===== config.mk =====
export PLATFORM = sky130hd
export DESIGN_NAME = spi_stat_reg
export DESIGN_NICKNAME = d
export VERILOG_FILES = /design/src/rtl/spi_stat_pkg.sv /design/src/rtl/spi_stat_ctrl.sv /design/src/rtl/spi_stat_dp.sv /design/src/rtl/spi_stat_reg.sv
export SDC_FILE = /design/constraint.sdc
export NUM_CORES = 1
export LEC_CHECK = 0
export ABC_AREA = 1
export BUFFER_PORTS_ARGS = -buffer_cell sky130_fd_sc_hd__buf_2
export CORE_MARGIN = 8
export CORE_UTILIZATION = 42
export CTS_CLUSTER_DIAMETER = 120
export CTS_CLUSTER_SIZE = 14
export DETAILED_ROUTE_END_ITERATION = 7
export HOLD_SLACK_MARGIN = 0.05
export PLACE_DENSITY = 0.86
export SLEW_MARGIN = 25
export SYNTH_ARGS = -nofsm -noshare
export SYNTH_HDL_FRONTEND = slang
export SYNTH_SLANG_ARGS = --single-unit

===== constraint.sdc =====
create_clock -name clk -period 1 [get_ports clk]
set_input_delay 0.15 -clock clk [delete_from_list [all_inputs] [get_ports clk]]
set_output_delay 0.15 -clock clk [all_outputs]
set_load 0.02 [all_outputs]

===== src/rtl/spi_stat_pkg.sv =====
package spi_stat_pkg;
  localparam int STAT_W = 32;
  localparam int FLAG_W = 11;

  typedef struct packed {
    logic fifoEff;
    logic txLoad;
    logic txDrain;
    logic rxFill;
    logic rxTake;
    logic modfSet;
    logic modfClr;
    logic slaveSel;
  } stat_strb_t;

  typedef struct packed {
    logic loopErr;
    logic orderErr;
    logic slaveErr;
    logic clockErr;
  } cfg_err_t;
endpackage


===== src/rtl/spi_stat_ctrl.sv =====
module spi_stat_ctrl
  import spi_stat_pkg::*;
#(
  parameter int SYNC_STAGES = 2
) (
  input  logic       clk,
  input  logic       rstN,
  input  logic       fifoMode,
  input  logic [1:0] laneMode,
  input  logic       masterSel,
  input  logic       loopEn,
  input  logic       lsbFirst,
  input  logic       clkPol,
  input  logic       clkPha,
  input  logic       ssN,
  input  logic       txWrite,
  input  logic       rxRead,
  input  logic       xferDone,
  input  logic       statRead,
  output stat_strb_t strb,
  output cfg_err_t   cfgErr
);
  localparam int SYNC_MSB = SYNC_STAGES - 1;

  logic [SYNC_MSB:0] syncQ;
  logic ssSync;
  logic ssPrev;
  logic multiLane;

  always_ff @(posedge clk) begin
    if (!rstN) begin
      syncQ  <= '0;
      ssPrev <= 1'b0;
    end else begin
      syncQ  <= {syncQ[SYNC_MSB-1:0], ~ssN};
      ssPrev <= ssSync;
    end
  end

  assign ssSync    = syncQ[SYNC_MSB];
  assign multiLane = (laneMode != 2'b00);

  always_comb begin
    strb.fifoEff  = fifoMode | multiLane;
    strb.txLoad   = txWrite;
    strb.txDrain  = xferDone;
    strb.rxFill   = xferDone;
    strb.rxTake   = rxRead;
    strb.modfSet  = ssSync & ~ssPrev & masterSel;
    strb.modfClr  = statRead;
    strb.slaveSel = ssSync & ~masterSel;
  end

  always_comb begin
    cfgErr.loopErr  = loopEn & multiLane;
    cfgErr.orderErr = lsbFirst & multiLane;
    cfgErr.slaveErr = ~masterSel & multiLane;
    cfgErr.clockErr = (clkPol ^ clkPha) & multiLane;
  end

  // a new fault needs the synchronized select to have been inactive one cycle earlier
  a_r5_edge_only: assert property (@(posedge clk) disable iff (!rstN)
    strb.modfSet |=> !strb.modfSet);
endmodule


===== src/rtl/spi_stat_dp.sv =====
module spi_stat_dp
  import spi_stat_pkg::*;
(
  input  logic             clk,
  input  logic             rstN,
  input  stat_strb_t       strb,
  input  cfg_err_t         cfgErr,
  input  logic             txFifoFull,
  input  logic             txFifoEmpty,
  input  logic             rxFifoFull,
  input  logic             rxFifoEmpty,
  output logic [STAT_W-1:0] statusWord,
  output logic             modfIrq
);
  localparam int PAD_W = STAT_W - FLAG_W;

  logic       fifoEffQ;
  logic [3:0] fifoQ;     // {txFull, txEmpty, rxFull, rxEmpty}
  logic       txFullQ;
  logic       rxFullQ;
  logic       modfQ;
  logic       modfLastQ;
  logic       slaveSelQ;
  cfg_err_t   errQ;
  logic [3:0] bufBits;

  always_ff @(posedge clk) begin
    if (!rstN) begin
      fifoEffQ  <= 1'b0;
      fifoQ     <= 4'b0101;
      txFullQ   <= 1'b0;
      rxFullQ   <= 1'b0;
      modfQ     <= 1'b0;
      modfLastQ <= 1'b0;
      slaveSelQ <= 1'b1;
      errQ      <= '{loopErr: 1'b0, orderErr: 1'b0, slaveErr: 1'b1, clockErr: 1'b0};
    end else begin
      fifoEffQ  <= strb.fifoEff;
      fifoQ     <= {txFifoFull, txFifoEmpty, rxFifoFull, rxFifoEmpty};
      if (strb.txLoad)       txFullQ <= 1'b1;
      else if (strb.txDrain) txFullQ <= 1'b0;
      if (strb.rxFill)       rxFullQ <= 1'b1;
      else if (strb.rxTake)  rxFullQ <= 1'b0;
      if (strb.modfSet)      modfQ <= 1'b1;
      else if (strb.modfClr) modfQ <= 1'b0;
      modfLastQ <= modfQ;
      slaveSelQ <= strb.slaveSel;
      errQ      <= cfgErr;
    end
  end

  assign bufBits    = fifoEffQ ? fifoQ : {txFullQ, ~txFullQ, rxFullQ, ~rxFullQ};
  assign modfIrq    = modfQ & ~modfLastQ;
  assign statusWord = {{PAD_W{1'b0}}, 1'b0, errQ.loopErr, errQ.orderErr, errQ.slaveErr,
                       errQ.clockErr, slaveSelQ, modfQ, bufBits};

  a_r6_set_wins: assert property (@(posedge clk) disable iff (!rstN)
    strb.modfSet |=> modfQ);
  a_r6_read_clears: assert property (@(posedge clk) disable iff (!rstN)
    (strb.modfClr && !strb.modfSet) |=> !modfQ);
  a_r7_irq_single: assert property (@(posedge clk) disable iff (!rstN)
    modfIrq |=> !modfIrq);
  a_r3_write_fills: assert property (@(posedge clk) disable iff (!rstN)
    strb.txLoad |=> txFullQ);
  a_r4_done_fills: assert property (@(posedge clk) disable iff (!rstN)
    strb.rxFill |=> rxFullQ);
endmodule


===== src/rtl/spi_stat_reg.sv =====
module spi_stat_reg
  import spi_stat_pkg::*;
#(
  parameter int SYNC_STAGES = 2
) (
  input  logic              clk,
  input  logic              rstN,
  input  logic              fifoMode,
  input  logic [1:0]        laneMode,
  input  logic              masterSel,
  input  logic              loopEn,
  input  logic              lsbFirst,
  input  logic              clkPol,
  input  logic              clkPha,
  input  logic              ssN,
  input  logic              txWrite,
  input  logic              rxRead,
  input  logic              xferDone,
  input  logic              statRead,
  input  logic              txFifoFull,
  input  logic              txFifoEmpty,
  input  logic              rxFifoFull,
  input  logic              rxFifoEmpty,
  output logic [STAT_W-1:0] statusWord,
  output logic              modfIrq
);
  stat_strb_t strb;
  cfg_err_t   cfgErr;

  spi_stat_ctrl #(.SYNC_STAGES(SYNC_STAGES)) i_ctrl (
    .clk(clk), .rstN(rstN), .fifoMode(fifoMode), .laneMode(laneMode),
    .masterSel(masterSel), .loopEn(loopEn), .lsbFirst(lsbFirst),
    .clkPol(clkPol), .clkPha(clkPha), .ssN(ssN), .txWrite(txWrite),
    .rxRead(rxRead), .xferDone(xferDone), .statRead(statRead),
    .strb(strb), .cfgErr(cfgErr)
  );

  spi_stat_dp i_dp (
    .clk(clk), .rstN(rstN), .strb(strb), .cfgErr(cfgErr),
    .txFifoFull(txFifoFull), .txFifoEmpty(txFifoEmpty),
    .rxFifoFull(rxFifoFull), .rxFifoEmpty(rxFifoEmpty),
    .statusWord(statusWord), .modfIrq(modfIrq)
  );

  a_r9_loop_err: assert property (@(posedge clk) disable iff (!rstN)
    (loopEn && laneMode != 2'b00) |=> statusWord[9]);
  a_r2_lane_fifo: assert property (@(posedge clk) disable iff (!rstN)
    (laneMode != 2'b00) |=> (statusWord[0] == $past(rxFifoEmpty)));
  a_r1_upper_zero: assert property (@(posedge clk) disable iff (!rstN)
    statusWord[31:10] == '0);
endmodule


==> out/qor.yml <==
outcome:
  status: "complete, but fails checks"
  violations: "setup timing"
synthesis:
  synth.yosys.warnings: 0
  synth-seq-cells: 17
  syn-cell-area_sq_um: 768
  ys_types: 15
  avgSynthCellArea_sq_um: 7.84
  yosysSeqAreaShare_pct: 44.3
  syn_inst: 98
pwr:
  p_leak_nw: 0.565
  vdd_drop_max_mv: 0.630
  power_density_nw_per_um2: 1420
  p_total_mw: 1.37
global_route:
  grt_max_degree: 12
  first_global_vias: 575
  grt_first_pass_wirelength_um: 2460
  overflow: 0
  grt_usage_pct: 9.25
  antenna_found_initial: 0
placement:
  port_buffers: 29
  hpwlAfterDp_um: 1270
  dpl_worst_slack_ns: 0.0519
  placedCellCount: 148
  gp_congestion: 0.740
finish:
  antenna_cells: 0
  layout-area-overhead-vs-synth_pct: 25.4
  drive_gt1_share_pct: 33.6
  instances_no_fill: 159
  nets: 154
timing:
  holdWs_ns: 0.0601
  final_max_slew_viol_count: 0
  finalSetupViolCount: 5
  fin_tns_setup_ns: -0.592
  fin_ws_ns: -0.175
  hold_viol: 0
  rsz0062_at_grt: "true"
  clock_skew_ns: 0.000759
  fin_crit_sh_pct: 118
  min_period_ns: 1.18
  fmax_mhz: 851
drt:
  ant_nets: 0
  vias: 590
  drt_wl_total_um: 1670
  vias_per_cell: 3.71
  wl_per_cell_um: 10.5
  drc: 0
  drtIter0Drc: 3
  firstDrtPassIters: 2
floorplan:
  die_h_um: 58.8
  start_util_pct: 44.5
  fp.coreArea_sq_um: 1730
  chipWidth_um: 58.8
  row_count: 15
  io_pins: 52
  die_area_sq_um: 3450
cts:
  root_buffer: "clkbuf_4"
  ctsLongestPathBuffers: 2
  clk-insertion-delay-late_ns: 0.28
  h-tree-depth: 1
  numCtsBuffers: 3
  clock-sinks: 17
  path_clk_slew_ns: 0.09
  cts_tree: "built"
critical_path:
  arrival_ns: 1.03
  end_kind: "output pin"
  path_class: "reg -> out"
  crit_fanout: 4
  worstSetupStartpointType: "flop"
  cp_data_required_time_ns: 0.85
worst_hold_path:
  hp-class: "in -> reg"
job:
  max_cap_viol_count: 0
[final cells by class]
class | instances | area [sq um]
Multi-Input combinational cell | 59 | 256
Timing Repair Buffer | 36 | 235
Tap cell | 25 | 31.3
Fill cell | 182 | 763
Sequential cell | 17 | 345
Inverter | 18 | 68.8
Clock buffer | 4 | 26.3
[routing by layer]
metal  global-route usage [%]  vias to the layer above  wire length [um]
met3                     3.04                        2               122
met5                        0                        -                 0
met2                     16.5                       28               851
met1                     9.17                      249               685
li1                         -                      311                 -
met4                     5.12                        0                 6
[worst paths after layout]
path	from	endpoint	slack, ns	cells after the start
worst min register to register	i_ctrl.syncQ[0]$_SDFF_PN0_	i_ctrl.syncQ[1]$_SDFF_PN0_	0.43	2
worst max register to register	i_dp.modfQ$_SDFFE_PN0P_	i_dp.modfQ$_SDFFE_PN0P_	0.24	5
worst max-delay path	i_dp.fifoEffQ$_SDFF_PN0_	statusWord[0]	-0.18	4
worst min-delay path	fifoMode	i_dp.fifoEffQ$_SDFF_PN0_	0.06	3
[cells in the final DEF (no fill, tap or decap), drive strengths merged, types with 4 or more instances in the layout]
| master | n |
|---|---|
| inv | 17 |
| nand2 | 21 |
| buf | 31 |
| clkbuf | 4 |
| dlygate4sd3 | 5 |
| o21ai | 4 |
| conb | 22 |
| nor2 | 6 |
| dfxtp | 17 |
[stage by stage]
| stage | cell area, sq um | utilization [%] |
|---|---|---|
| global placement | 832 | 48.2 |
| finish | 963 | 55.8 |
| CTS | 940 | 54.4 |
| floorplan | 847 | - |
| global route | 963 | 55.8 |
| detailed placement | 832 | 48.2 |
[power by group]
part           total (mW)  switching [mW]  internal, mW
combinational       0.288           0.185         0.103
clock               0.352           0.197         0.155
sequential          0.729          0.0169         0.713
total                1.37           0.399         0.970
[flip-flops by register name, indices dropped and copies added (netlist names)]
register and flops:
i_dp.slaveSelQ 1, i_dp.fifoEffQ 1, i_ctrl.ssPrev 1, i_dp.modfQ 1, i_dp.rxFullQ 1, i_ctrl.syncQ 2
i_dp.txFullQ 1, i_dp.statusWord 4, i_dp.fifoQ 4, i_dp.modfLastQ 1
[kinds of logic (layout without fill, tap and decap cells)]
logic type	count (synthesis)	after routing	synth area share (%)
AOI/OAI and AO/OA	7	7	5.37
DFF	17	17	44.3
buffers and inverters	43	58	33.9
and+or+nand+nor	30	30	16.0
other	1	22	0.488
[cells in the mapped netlist (all sizes together)]
master	number	area [sq um]
dfxtp	17	340
nand2	21	81.3
nand4	1	6.26
inv	17	63.8
nor2	6	22.5
o21a	1	7.51
a21oi	2	10.0
o21ai	4	23.8
conb	1	3.75
buf	25	191
or2	2	12.5
clkinv	1	5.00
[what timing repair did]
| item | CTS | global route |
|---|---|---|
| gates resized for setup | 11 | 6 |
| setup buffers | 2 | 0 |
| hold buffers | 4 | 1 |
| pin swaps | 2 | 2 |
| hold endpoints to repair | 4 | 1 |
| setup endpoints to repair | 6 | 5 |
[critical path, stage by stage, from the launching register on]
cell	delay [ns]
dfxtp_4	0.38
inv_2	0.05
nand2_2	0.06
o21a_1	0.14
buf_6	0.12
(Power assumes the default switching activity.)
